## src/rtl/rpri_pkg.sv

```systemverilog
package rpri_pkg;

  typedef enum logic [1:0] {
    LVL_APP = 2'd0,
    LVL_OS  = 2'd1,
    LVL_HYP = 2'd2,
    LVL_MON = 2'd3
  } level_e;

  typedef struct packed {
    logic undef;
    logic trap_l1;
    logic trap_l2;
    logic trap_l3;
    logic rd_virt;
    logic rd_phys;
  } verdict_t;

  localparam int VERDICT_W = $bits(verdict_t);

  localparam verdict_t V_NONE  = 6'b000000;
  localparam verdict_t V_UNDEF = 6'b100000;
  localparam verdict_t V_TL1   = 6'b010000;
  localparam verdict_t V_TL2   = 6'b001000;
  localparam verdict_t V_TL3   = 6'b000100;
  localparam verdict_t V_VIRT  = 6'b000010;
  localparam verdict_t V_PHYS  = 6'b000001;

  // Both interrupt kinds routed to the monitor level.
  function automatic logic both_to_mon(input logic irq_r, input logic fiq_r);
    return irq_r & fiq_r;
  endfunction

  // Debug condition that outranks every trap.
  function automatic logic early_undef(input logic el3_p, input logic dbgp,
                                       input logic irq_r, input logic fiq_r);
    return el3_p & dbgp & both_to_mon(irq_r, fiq_r);
  endfunction

  // Result of the monitor routing rule once it applies.
  function automatic verdict_t mon_route_result(input logic dbg_u);
    return dbg_u ? V_UNDEF : V_TL3;
  endfunction

  function automatic logic is_trap(input verdict_t v);
    return v.trap_l1 | v.trap_l2 | v.trap_l3;
  endfunction

endpackage

```

## src/rtl/rpri_enc_match.sv

```systemverilog
module rpri_enc_match #(
  parameter int              ENC_W     = 16,
  parameter logic [ENC_W-1:0] ENC_MATCH = 16'hC65B
) (
  input  logic             valid,
  input  logic [ENC_W-1:0] enc,
  output logic             hit
);
  assign hit = valid && (enc == ENC_MATCH);
endmodule

```

## src/rtl/rpri_os_chain.sv

```systemverilog
module rpri_os_chain
  import rpri_pkg::*;
(
  input  logic     has_el3,
  input  logic     el2_on,
  input  logic     sre_l1,
  input  logic     hyp_trap_common,
  input  logic     hyp_fiq_ovr,
  input  logic     hyp_irq_ovr,
  input  logic     mon_irq_route,
  input  logic     mon_fiq_route,
  input  logic     dbg_prio_undef,
  input  logic     dbg_undef,
  output verdict_t v
);
  always_comb begin
    if (early_undef(has_el3, dbg_prio_undef, mon_irq_route, mon_fiq_route))
      v = V_UNDEF;
    else if (!sre_l1)
      v = V_TL1;
    else if (el2_on && hyp_trap_common)
      v = V_TL2;
    else if (el2_on && (hyp_fiq_ovr || hyp_irq_ovr))
      v = V_VIRT;
    else if (has_el3 && both_to_mon(mon_irq_route, mon_fiq_route))
      v = mon_route_result(dbg_undef);
    else
      v = V_PHYS;
  end
endmodule

```

## src/rtl/rpri_hyp_chain.sv

```systemverilog
module rpri_hyp_chain
  import rpri_pkg::*;
(
  input  logic     has_el3,
  input  logic     sre_l2,
  input  logic     mon_irq_route,
  input  logic     mon_fiq_route,
  input  logic     dbg_prio_undef,
  input  logic     dbg_undef,
  output verdict_t v
);
  always_comb begin
    if (early_undef(has_el3, dbg_prio_undef, mon_irq_route, mon_fiq_route))
      v = V_UNDEF;
    else if (!sre_l2)
      v = V_TL2;
    else if (has_el3 && both_to_mon(mon_irq_route, mon_fiq_route))
      v = mon_route_result(dbg_undef);
    else
      v = V_PHYS;
  end
endmodule

```

## src/rtl/rpri_access_resolver.sv

```systemverilog
module rpri_access_resolver
  import rpri_pkg::*;
#(
  parameter int                 ENC_W      = 16,
  parameter logic [ENC_W-1:0]   ENC_MATCH  = 16'hC65B,
  parameter int                 CLASS_W    = 6,
  parameter logic [CLASS_W-1:0] TRAP_CLASS = 6'h18
) (
  input  logic               req_valid,
  input  logic [ENC_W-1:0]   req_enc,
  input  logic [1:0]         cur_level,
  input  logic               has_ctrl,
  input  logic               has_aa64,
  input  logic               has_el3,
  input  logic               el2_on,
  input  logic               sre_l1,
  input  logic               sre_l2,
  input  logic               sre_l3,
  input  logic               hyp_trap_common,
  input  logic               hyp_fiq_ovr,
  input  logic               hyp_irq_ovr,
  input  logic               mon_irq_route,
  input  logic               mon_fiq_route,
  input  logic               dbg_prio_undef,
  input  logic               dbg_undef,
  output logic [VERDICT_W-1:0] verdict,
  output logic [CLASS_W-1:0] trap_class
);
  logic     enc_hit;
  logic     feat_ok;
  level_e   lvl;
  verdict_t v_os, v_hyp, v_mon, v_pick, v_out;

  rpri_enc_match #(.ENC_W(ENC_W), .ENC_MATCH(ENC_MATCH)) enc_i (
    .valid (req_valid),
    .enc   (req_enc),
    .hit   (enc_hit)
  );

  rpri_os_chain os_i (
    .has_el3         (has_el3),
    .el2_on          (el2_on),
    .sre_l1          (sre_l1),
    .hyp_trap_common (hyp_trap_common),
    .hyp_fiq_ovr     (hyp_fiq_ovr),
    .hyp_irq_ovr     (hyp_irq_ovr),
    .mon_irq_route   (mon_irq_route),
    .mon_fiq_route   (mon_fiq_route),
    .dbg_prio_undef  (dbg_prio_undef),
    .dbg_undef       (dbg_undef),
    .v               (v_os)
  );

  rpri_hyp_chain hyp_i (
    .has_el3        (has_el3),
    .sre_l2         (sre_l2),
    .mon_irq_route  (mon_irq_route),
    .mon_fiq_route  (mon_fiq_route),
    .dbg_prio_undef (dbg_prio_undef),
    .dbg_undef      (dbg_undef),
    .v              (v_hyp)
  );

  // The monitor level has a single enable check.
  assign v_mon   = sre_l3 ? V_PHYS : V_TL3;
  assign feat_ok = has_ctrl & has_aa64;
  assign lvl     = level_e'(cur_level);

  always_comb begin
    unique case (lvl)
      LVL_OS:  v_pick = v_os;
      LVL_HYP: v_pick = v_hyp;
      LVL_MON: v_pick = v_mon;
      default: v_pick = V_UNDEF;
    endcase
  end

  always_comb begin
    if (!enc_hit)      v_out = V_NONE;
    else if (!feat_ok) v_out = V_UNDEF;
    else               v_out = v_pick;
  end

  assign verdict    = v_out;
  assign trap_class = is_trap(v_out) ? TRAP_CLASS : '0;
endmodule

```

## config.mk

```make
export PLATFORM = sky130hd
export DESIGN_NAME = rpri_access_resolver
export DESIGN_NICKNAME = d
export VERILOG_FILES = /design/src/rtl/rpri_pkg.sv /design/src/rtl/rpri_enc_match.sv /design/src/rtl/rpri_os_chain.sv /design/src/rtl/rpri_hyp_chain.sv /design/src/rtl/rpri_access_resolver.sv
export SDC_FILE = /design/constraint.sdc
export NUM_CORES = 1
export LEC_CHECK = 0
export ABC_AREA = 1
export ABC_CLOCK_PERIOD_IN_PS = 1100
export BUFFER_PORTS_ARGS = -buffer_cell sky130_fd_sc_hd__buf_4
export CAP_MARGIN = 25
export CORE_AREA = 2 2 39 41
export DETAILED_ROUTE_END_ITERATION = 7
export DIE_AREA = 0 0 41 43
export PLACE_DENSITY = 0.77
export SLEW_MARGIN = 10
export SYNTH_ARGS = -nofsm -noshare
export SYNTH_HDL_FRONTEND = slang
export SYNTH_HIERARCHICAL = 1
export SYNTH_SLANG_ARGS = --single-unit
```

## constraint.sdc

```tcl
create_clock -name vclk -period 1.1
set_input_delay 0 -clock vclk [all_inputs]
set_output_delay 0 -clock vclk [all_outputs]
set_load 0.05 [all_outputs]
```

==> results.cfg <==
[die]
pin_count = 45
start_util_pct = 35.71
rows = 14
die_h_um = 43
fp.dieArea_sq_um = 1763
dieWidth_um = 41
core_sq_um = 1384

[critical_path]
crit_start = req_enc[11]
end_kind = output port
crit_path_max_fanout = 3
path_class = in -> out
required_ns = 1.10
worst_setup_path_start_kind = primary input
cp_num_buf_inv = 3
critPathMaxStageDelay_ns = 0.15
worstPathArrival_ns = 1.12
cpLargestDelayFamily = simple AND/OR/NAND/NOR gates
critical_path_cell_count = 11
critPathCapture = trap_class[3]
path_cells = buf_6, inv_2, nand2_2, nor2_2, nand3_2, nor2_4, nand3_2, nor2_2, nand2_2, nand3_4, buf_8
cp_slowest_cell = nor2_2

[power]
irDropWorstVdd_uv = 176.8
powerDensity_nw_per_um2 = 264.4
p_leak_nw = 0.5306
power.total_mw = 0.2356

[sta]
finalCritPeriodShare_pct = 101.5
setup_slack_ns = -0.01700
rsz0062_at_grt = true
final_max_slew_viol_count = 0
hold_viol_final = 0
finalSetupTns_ns = -0.03348
max_freq_mhz = 895.3
setup_viol = 2
finalWorstPathRequiredPeriod_ns = 1.117
hold_slack_ns = 0.4483

[synthesis]
synth_cell_types = 16
synth.area.top_cells = nand2_1, nor2_1, nand3_1
synth_top_family_by_area = simple AND/OR/NAND/NOR gates
synthAdderAreaFrac_pct = 0
synth.mux.area_fraction_pct = 0
syn_area_sq_um = 494.2
synth_compound_area_share_pct = 3.797
yosysWarningCount = 6
avgSynthCellArea_sq_um = 4.619
synth_simple_gate_area_share_pct = 65.82
yosysMostFrequentCell = nand2_1
synth_top_area_cell = nand2_1
ys_top_cells_by_count = nand2_1, nor2_1, inv_1
synth.yosys.seq_area_share_pct = 0
synth_xor_area_share_pct = 0
synth_top_area_share_pct = 25.06
synthCells = 107

[grt]
track_usage_pct = 17.08
antenna_found_initial = 0
grt_util_met3_pct = 0
grt_pass1_vias = 645
top_usage_layer = met2
grtUsageMet2_pct = 34.38
grt-ovfl-total = 0
grt_max_degree = 9
grtUsageMet1_pct = 19.30
grt_pass1_wl_mm = 2.290

[place]
io_buffers = 41
dp_hpwl_mm = 1.201
dpl_cell_area_sq_um = 789.5
place.gp.congestion = 0.7947

[drt]
drc = 0
drtAntennaViolNets = 0
avgViaCountPerCell = 4.481
wl_mm = 1.423
vias = 726
drtPass1Iterations = 4
avgRoutedWirePerCell_um = 8.784
drtIter0Drc = 7

[final_layout]
nClkBuffers = 0
fin_area_sq_um = 890.9
nFlopsAndLatches = 0
drive_above_1_share_pct = 50.68
multi_input_area_sq_um = 420.4
diodes = 0
fillCellCount = 146
nets = 181
layout-area-overhead-vs-synth_pct = 80.25
seqCellArea_sq_um = 0

[worst_hold_path]
min-delay-path-class = in -> out

[status]
outcome = complete, but fails checks
failed_checks = negative setup slack

[flow_run]
maxCapViolations = 0

[clock_network]
holdBufCountCts = 0
power by group:
group	total, mW	switching (mW)	leakage, nW	internal [mW]
Clock	0	0	0	0
Sequential	0	0	0	0
Combinational	0.236	0.122	0.531	0.114
metal layers:
layer / part of all wire [%] / vias up
met1: 35 / 322
li1: - / 384
met4: 0 / 0
met5: 0 / -
met2: 61 / 20
met3: 4.0 / 0
layout by cell type (no fill, tap or decap), drive strengths merged:
cell type,count
nor2,23
a21oi,2
nand4,1
conb,6
buf,43
inv,21
nand3,14
nand3b,1
o21ai,1
nand2,34
per-stage QoR:
step | utilization [%] | instances | setup slack [ns]
global placement | 57.05 | 161 | -0.003093
detailed placement | 57.05 | 161 | -0.02986
global route | 64.38 | 162 | -0.09227
CTS | 58.95 | 162 | 0.001422
floorplan | - | 111 | -0.05146
finish | 64.38 | 162 | -0.01700
how the worst min path moves through the flow:
stage            startpoint          to  slack [ns]  cells past startpoint
4_1_cts        cur_level[1]  verdict[1]        0.48                      5
2_1_floorplan      has_aa64  verdict[1]        0.22                      2
3_3_place_gp   cur_level[1]  verdict[1]        0.48                      5
6_report       cur_level[1]  verdict[1]        0.45                      5
3_5_place_dp   cur_level[1]  verdict[1]        0.48                      5
5_1_grt        cur_level[1]  verdict[1]        0.48                      5
timing repair:
action                     CTS  global route
hold endpoints to repair     0             0
setup endpoints to repair    3             7
gates resized for setup      7            25
pin swaps                    0             9
buffers inserted             1             0
cell families (layout without fill, tap and decap cells):
logic type / after synthesis / in the layout
other cells: 2 / 6
buf+inv: 29 / 64
simple gates: 73 / 73
compound gates: 3 / 3
area by class of cell:
type                       count  share of cell area, %
multi-input combinational     82                  47.19
timing repair buffer          43                  41.71
inverter                      21                  8.848
tap                           16                  2.247
(Power assumes the default switching activity.)
